### config.mk
export PLATFORM = sky130hd
export DESIGN_NAME = irq_vector_ctrl
export DESIGN_NICKNAME = d
export VERILOG_FILES = /design/src/rtl/ivc_pkg.sv /design/src/rtl/ivc_arb.sv /design/src/rtl/ivc_level.sv /design/src/rtl/ivc_push.sv /design/src/rtl/irq_vector_ctrl.sv
export SDC_FILE = /design/constraint.sdc
export NUM_CORES = 1
export LEC_CHECK = 0
export BUFFER_PORTS_ARGS = -buffer_cell sky130_fd_sc_hd__buf_4
export CORE_MARGIN = 2
export CORE_UTILIZATION = 45
export CTS_CLUSTER_SIZE = 30
export DETAILED_ROUTE_END_ITERATION = 8
export PLACE_DENSITY = 0.77
export SLEW_MARGIN = 20
export SYNTH_ARGS = -nofsm -noshare
export SYNTH_HDL_FRONTEND = slang
export SYNTH_SLANG_ARGS = --single-unit
### constraint.sdc
create_clock -name clk -period 1.8 [get_ports clk]
set_input_delay 0.18 -clock clk [delete_from_list [all_inputs] [get_ports clk]]
set_output_delay 0.18 -clock clk [all_outputs]
set_load 0.005 [all_outputs]
### src/rtl/ivc_pkg.sv
package ivc_pkg;

   typedef enum logic {
      ST_IDLE = 1'b0,
      ST_PEND = 1'b1
   } ivc_state_e;

   localparam logic [1:0] LVL_IDLE = 2'b00;
   localparam logic [1:0] LVL_LOW  = 2'b01;
   localparam logic [1:0] LVL_HIGH = 2'b11;

   // level entered when a source of the given priority is serviced
   function automatic logic [1:0] svc_level(input logic hi);
      return {hi, 1'b1};
   endfunction

endpackage

### src/rtl/ivc_arb.sv
module ivc_arb #(
   parameter int NSRC  = 3,
   localparam int IDX_W = (NSRC > 1) ? $clog2(NSRC) : 1
) (
   input  logic             clk,
   input  logic             rst_n,
   input  logic             gen_en,
   input  logic [NSRC-1:0]  src_en,
   input  logic [NSRC-1:0]  src_req,
   input  logic [NSRC-1:0]  src_prio,
   input  logic [1:0]       lvl,
   output logic [NSRC-1:0]  grant,
   output logic             any,
   output logic [IDX_W-1:0] idx
);
   import ivc_pkg::*;

   logic [NSRC-1:0] elig;
   logic [NSRC:0]   taken;

   assign taken[0] = 1'b0;

   for (genvar g = 0; g < NSRC; g++) begin : g_src
      logic cand;
      assign cand        = gen_en & src_en[g] & src_req[g];
      assign elig[g]     = cand & ((lvl == LVL_IDLE) | ((lvl == LVL_LOW) & src_prio[g]));
      assign grant[g]    = elig[g] & ~taken[g];
      assign taken[g+1]  = taken[g] | elig[g];
   end

   assign any = taken[NSRC];

   always_comb begin
      idx = '0;
      for (int i = 0; i < NSRC; i++) begin
         if (grant[i]) idx = IDX_W'(i);
      end
   end

   // high-priority service refuses every request
   p_top_blocks_r3: assert property (@(posedge clk) disable iff (!rst_n)
      (lvl == LVL_HIGH) |-> !any);

   // a grant always goes to a requesting source
   p_grant_has_req_r4: assert property (@(posedge clk) disable iff (!rst_n)
      any |-> ((grant & src_req & src_en) != '0) && $onehot0(grant));

endmodule

### src/rtl/ivc_level.sv
module ivc_level #(
   parameter int DEPTH = 2
) (
   input  logic       clk,
   input  logic       rst_n,
   input  logic       push,
   input  logic       push_hi,
   input  logic       pop,
   output logic [1:0] lvl
);
   import ivc_pkg::*;

   logic [1:0] hist [DEPTH];

   initial begin
      assert (DEPTH >= 1) else $error("ivc_level: DEPTH must be at least 1");
   end

   always_ff @(posedge clk or negedge rst_n) begin
      if (!rst_n) begin
         lvl <= LVL_IDLE;
      end else if (push) begin
         lvl <= svc_level(push_hi);
      end else if (pop) begin
         lvl <= hist[0];
      end
   end

   for (genvar d = 0; d < DEPTH; d++) begin : g_hist
      always_ff @(posedge clk or negedge rst_n) begin
         if (!rst_n) begin
            hist[d] <= LVL_IDLE;
         end else if (push) begin
            if (d == 0) hist[d] <= lvl;
            else        hist[d] <= hist[(d == 0) ? 0 : d-1];
         end else if (pop) begin
            if (d == DEPTH-1) hist[d] <= LVL_IDLE;
            else              hist[d] <= hist[(d == DEPTH-1) ? d : d+1];
         end
      end
   end

   // the level never takes the unused code
   p_level_legal_r8: assert property (@(posedge clk) disable iff (!rst_n)
      lvl != 2'b10);

   // a return with nothing saved leaves the block idle
   p_pop_idle_r9: assert property (@(posedge clk) disable iff (!rst_n)
      (pop && !push && lvl == LVL_IDLE) |=> lvl == LVL_IDLE);

endmodule

### src/rtl/ivc_push.sv
module ivc_push #(
   parameter int            DATA_W    = 8,
   parameter int            SP_W      = 8,
   parameter int            NSRC      = 3,
   parameter int            VEC_FIRST = 'h13,
   parameter int            VEC_STEP  = 8,
   parameter logic [NSRC-1:0] CLR_MASK = '0,
   localparam int           PC_W      = 2 * DATA_W,
   localparam int           IDX_W     = (NSRC > 1) ? $clog2(NSRC) : 1
) (
   input  logic              clk,
   input  logic              rst_n,
   input  logic              fire,
   input  logic [IDX_W-1:0]  idx,
   input  logic [PC_W-1:0]   pc_in,
   input  logic [SP_W-1:0]   sp_in,
   output logic              load,
   output logic [SP_W-1:0]   addr_lo,
   output logic [DATA_W-1:0] data_lo,
   output logic [SP_W-1:0]   addr_hi,
   output logic [DATA_W-1:0] data_hi,
   output logic [SP_W-1:0]   sp_next,
   output logic [PC_W-1:0]   pc_next,
   output logic [NSRC-1:0]   clr
);

   logic [NSRC-1:0] sel;
   logic [PC_W-1:0] vec;

   assign sel = NSRC'(1) << idx;
   assign vec = PC_W'(VEC_FIRST) + PC_W'(idx) * PC_W'(VEC_STEP);

   always_ff @(posedge clk or negedge rst_n) begin
      if (!rst_n) begin
         load    <= 1'b0;
         addr_lo <= '0;
         data_lo <= '0;
         addr_hi <= '0;
         data_hi <= '0;
         sp_next <= '0;
         pc_next <= '0;
         clr     <= '0;
      end else begin
         load <= fire;
         clr  <= fire ? (sel & CLR_MASK) : '0;
         if (fire) begin
            addr_lo <= sp_in + SP_W'(1);
            addr_hi <= sp_in + SP_W'(2);
            sp_next <= sp_in + SP_W'(2);
            data_lo <= pc_in[DATA_W-1:0];
            data_hi <= pc_in[PC_W-1:DATA_W];
            pc_next <= vec;
         end
      end
   end

   // the two stack bytes land in consecutive cells, the upper one at the new top
   p_push_order_r6: assert property (@(posedge clk) disable iff (!rst_n)
      load |-> (sp_next == addr_hi) && (addr_hi == addr_lo + SP_W'(1)));

endmodule

### src/rtl/irq_vector_ctrl.sv
module irq_vector_ctrl #(
   parameter int DATA_W       = 8,
   parameter int SP_W         = 8,
   parameter int VEC_FIRST    = 'h13,
   parameter int VEC_STEP     = 8,
   parameter int HIST_DEPTH   = 2,
   parameter logic [2:0] HW_CLR_MASK = 3'b010,
   localparam int NSRC        = 3,
   localparam int PC_W        = 2 * DATA_W,
   localparam int IDX_W       = $clog2(NSRC)
) (
   input  logic              clk,
   input  logic              rst_n,
   input  logic              cyc_start,
   input  logic              ret_strobe,
   input  logic              gen_en,
   input  logic [NSRC-1:0]   src_en,
   input  logic [NSRC-1:0]   src_prio,
   input  logic              ext1_flag,
   input  logic              tmr1_flag,
   input  logic              ser_tx_done,
   input  logic              ser_rx_done,
   input  logic [PC_W-1:0]   pc_in,
   input  logic [SP_W-1:0]   sp_in,
   output logic              stk_we,
   output logic [SP_W-1:0]   stk_addr_lo,
   output logic [DATA_W-1:0] stk_data_lo,
   output logic [SP_W-1:0]   stk_addr_hi,
   output logic [DATA_W-1:0] stk_data_hi,
   output logic              sp_load,
   output logic [SP_W-1:0]   sp_next,
   output logic              pc_load,
   output logic [PC_W-1:0]   pc_next,
   output logic [NSRC-1:0]   flag_clr
);
   import ivc_pkg::*;

   initial begin
      assert (DATA_W >= 4) else $error("irq_vector_ctrl: DATA_W too small");
      assert (SP_W >= 2)   else $error("irq_vector_ctrl: SP_W too small");
      assert (VEC_STEP > 0) else $error("irq_vector_ctrl: VEC_STEP must be positive");
      assert (VEC_FIRST + (NSRC-1)*VEC_STEP < 2**PC_W)
         else $error("irq_vector_ctrl: vectors exceed the address range");
   end

   ivc_state_e       state;
   logic [IDX_W-1:0] pend_idx;
   logic             pend_hi;
   logic [1:0]       lvl;
   logic [NSRC-1:0]  src_req;
   logic [NSRC-1:0]  grant;
   logic             any;
   logic [IDX_W-1:0] idx;
   logic             accept;
   logic             exec;
   logic             load;

   assign src_req = {ser_tx_done | ser_rx_done, tmr1_flag, ext1_flag};
   assign accept  = (state == ST_IDLE) & cyc_start & any;
   assign exec    = (state == ST_PEND) & cyc_start;

   ivc_arb #(.NSRC(NSRC)) i_arb (
      .clk      (clk),
      .rst_n    (rst_n),
      .gen_en   (gen_en),
      .src_en   (src_en),
      .src_req  (src_req),
      .src_prio (src_prio),
      .lvl      (lvl),
      .grant    (grant),
      .any      (any),
      .idx      (idx)
   );

   always_ff @(posedge clk or negedge rst_n) begin
      if (!rst_n) begin
         state    <= ST_IDLE;
         pend_idx <= '0;
         pend_hi  <= 1'b0;
      end else if (accept) begin
         state    <= ST_PEND;
         pend_idx <= idx;
         pend_hi  <= |(grant & src_prio);
      end else if (exec) begin
         state    <= ST_IDLE;
      end
   end

   ivc_level #(.DEPTH(HIST_DEPTH)) i_level (
      .clk     (clk),
      .rst_n   (rst_n),
      .push    (exec),
      .push_hi (pend_hi),
      .pop     (ret_strobe & ~exec),
      .lvl     (lvl)
   );

   ivc_push #(
      .DATA_W    (DATA_W),
      .SP_W      (SP_W),
      .NSRC      (NSRC),
      .VEC_FIRST (VEC_FIRST),
      .VEC_STEP  (VEC_STEP),
      .CLR_MASK  (HW_CLR_MASK)
   ) i_push (
      .clk     (clk),
      .rst_n   (rst_n),
      .fire    (exec),
      .idx     (pend_idx),
      .pc_in   (pc_in),
      .sp_in   (sp_in),
      .load    (load),
      .addr_lo (stk_addr_lo),
      .data_lo (stk_data_lo),
      .addr_hi (stk_addr_hi),
      .data_hi (stk_data_hi),
      .sp_next (sp_next),
      .pc_next (pc_next),
      .clr     (flag_clr)
   );

   assign stk_we  = load;
   assign sp_load = load;
   assign pc_load = load;

   // vectoring only follows a machine-cycle start
   p_vec_on_cycle_r7: assert property (@(posedge clk) disable iff (!rst_n)
      pc_load |-> $past(cyc_start));

   // one acceptance, then a pending interval before the next
   p_single_accept_r11: assert property (@(posedge clk) disable iff (!rst_n)
      accept |=> !accept);

   // hardware clears only travel with a vector load
   p_clr_with_load_r10: assert property (@(posedge clk) disable iff (!rst_n)
      (flag_clr != '0) |-> pc_load && $onehot(flag_clr));

   // a vector strobe lasts one clock
   p_load_pulse_r7: assert property (@(posedge clk) disable iff (!rst_n)
      pc_load |=> !pc_load);

endmodule

==> flow_summary.yaml <==
setup_path:
  worst_setup_path_start_kind: "flop"
  path_max_fanout: 5
  reg2reg_depth: 4
  critical_path_class: "reg2reg"
  critical_path_required_ns: 1.99
  cp-end-kind: "flop"
  critical_path_arrival_ns: 1.60
detailed_routing:
  drt-pass1-iter-count: 4
  wl_met1_um: 1770
  viasPerCell: 4.67
  met2_length_um: 2070
  drtAntennaViolNets: 0
  drt_wl_total_um: 4270
  num_vias: 1608
  drc_errors: 0
  wl_met3_um: 370
  wl_per_cell_um: 12.4
  dr.max_layer_used: "met4"
  drt_iter0_markers: 59
sta:
  clock_skew_ns: 0.00858
  setup_violations: 0
  max_freq_ghz: 0.709
  slew_headroom_pct: 60.7
  hold_viol_final: 0
  final.setup.tns_ns: 0
  min_period_ns: 1.41
  whs_ns: 0.105
  period_share_pct: 78.4
  grt_setup_unrepaired: "false"
  worstMarginPinSlew_ns: 0.590
  maxSlewViolCount: 0
power_and_ir_drop:
  pwr_density_cell_nw_per_um2: 1410
  irDropWorstVdd_mv: 0.827
  leakage_uw: 0.00147
  finalPower_uw: 4160
synthesis:
  synth_top_area_share_pct: 53.2
  synth-seq-area-share_pct: 53.2
  synth-simple-area-share_pct: 10.5
  synth_seq_cells: 48
  synth_ff_type: "dfrtp_1"
  syn_avg_cell_area_sq_um: 11.2
  synth_fa_ha_area_share_pct: 1.11
  synth_cells: 201
  async_reset_ff_share_pct: 100
  synth_top_family_by_area: "multiplexers"
  synth_top_cell_by_area: "dfrtp_1"
  synth_cell_type_count: 31
  synth_mux_area_share_pct: 12.2
  synth_compound_area_share_pct: 8.14
  synth_common_cells: "dfrtp_1 (48), buf_4 (24), mux2_2 (21), nand2_1 (21), o21ai_0 (19)"
  synth_xor_area_share_pct: 4.27
  syn_area_sq_um: 2260
  ys.warnings.count: 0
  yosysMostFrequentCell: "dfrtp_1"
  yosys-top-cells-area: "dfrtp_1 (53%), mux2_2 (10%), buf_4 (8.0%)"
  synth-edff-count: 0
floorplan:
  dieArea_sq_um: 5600
  die_h_um: 74.8
  core_area_sq_um: 4790
  io_pins: 101
  initial_core_util_pct: 47.2
  row_count: 25
  die_w_um: 74.8
clocking:
  cts_buffer_depth: 2
  cts_tree: "done"
  cts_inserted_buffers: 5
  post_cts_resized: 0
  clkSinkCount: 48
  cts-root-buf: "clkbuf_8"
  cts_hold_repair.buffers: 1
  insertion_delay_ns: 0.30
  clk_pin_slew_worst_paths_ns: 0.08
  cts_htree_levels: 2
  post_cts_buffers: 0
grt:
  grt_first_pass_wirelength_um: 7070
  grt_overflow: 0
  antenna_found_initial: 0
  first_global_vias: 1594
  grtUsageTotal_pct: 16.5
  grt_max_degree: 49
final_layout:
  nFillCells: 422
  nets: 317
  antenna_cells: 0
  syn_to_final_growth_pct: 30.4
  drive_gt1_share_pct: 43.7
  final_cells: 344
placed_design:
  io_buffers: 87
  dp_hpwl_um: 3200
  placed_cells: 335
  gp_congestion: 0.799
status:
  run_status: "complete, no violations"
job:
  drv_cap: 0
min_path:
  hp-class: "in2reg"
  holdPathStages: 2
-- power by group --
group          switching (uW)  internal [uW]  leakage (uW)  total, uW
sequential                301           1560      0.000591       1860
combinational             558            985      0.000820       1540
clock                     351            412     0.0000552        764
-- final timing paths --
check                                           start                            end  slack (ns)
setup / recovery           i_level.lvl[1]$_DFFE_PN0P_            pend_hi$_DFFE_PN0P_        0.39
hold / removal                               pc_in[1]  i_push.data_lo[1]$_DFFE_PN0P_        0.11
setup reg to reg           i_level.lvl[1]$_DFFE_PN0P_            pend_hi$_DFFE_PN0P_        0.39
hold reg to reg               pend_idx[1]$_DFFE_PN0P_        i_push.clr[1]$_DFF_PN0_        0.49
max in group asynchronous                       rst_n        pend_idx[0]$_DFFE_PN0P_        0.98
min in group asynchronous                       rst_n  i_push.data_lo[7]$_DFFE_PN0P_        0.42
-- kinds of logic after synthesis --
logic type,count (synthesis)
flops,48
simple gates,46
buf+inv,37
compound gates,31
mux,25
xor+xnor,11
fa+ha+maj,2
other cells,1
-- area by class of cell --
class                           count  area [sq um]  share of cell area (%)
Tap cell                           67          83.8                    2.85
Sequential cell                    48          1200                    40.8
Multi-Input combinational cell    128           867                    29.4
Inverter                            4          15.0                   0.510
Clock buffer                        6          72.6                    2.46
Timing Repair Buffer               89           671                    22.8
Clock inverter                      2          35.0                    1.19
-- worst max-delay path, stage by stage (launching register included) --
cell and delay (ns):
dfrtp_1 0.42, nand2b_1 0.16, a211oi_2 0.32, a21oi_1 0.11
o32a_1 0.28
-- cell usage in the layout (no fill, tap or decap), drive strengths merged, types with 2 or more instances in the layout --
| master | count |
|---|---|
| o21ai | 19 |
| nor2 | 6 |
| conb | 13 |
| xor2 | 9 |
| nand2b | 4 |
| dfrtp | 48 |
| mux2i | 4 |
| mux2 | 21 |
| inv | 4 |
| xnor2 | 2 |
| nand4 | 2 |
| nand2 | 21 |
| nor3b | 2 |
| clkbuf | 6 |
| a21o | 2 |
| nand3 | 4 |
| a21oi | 6 |
| ha | 2 |
| buf | 88 |
| and2b | 2 |
| nand4b | 2 |
-- per-stage QoR --
step / worst slack, ns / util (%) / cell area (sq um)
floorplan: 0.521 / - / 2300
global placement: 0.475 / 59.1 / 2830
detailed placement: 0.415 / 59.1 / 2830
CTS: 0.396 / 61.5 / 2950
global route: 0.291 / 61.5 / 2950
finish: 0.390 / 61.5 / 2950
-- routing by layer --
layer	global-route usage (%)	up-vias
met1	19.5	743
met5	0	-
met2	27.3	66
met3	7.23	7
met4	5.36	0
li1	-	792
-- sequential cells by signal, summed over array words and instances (netlist names) --
register        count
i_level.lvl         2
pend_hi             1
i_push.data_hi      8
i_push.data_lo      8
i_push.load         1
i_level.hist        4
i_push.pc_next      4
i_push.addr_lo      8
pend_idx            2
i_push.clr          1
state               1
i_push.addr_hi      8
Power figures use the tool's default switching activity.
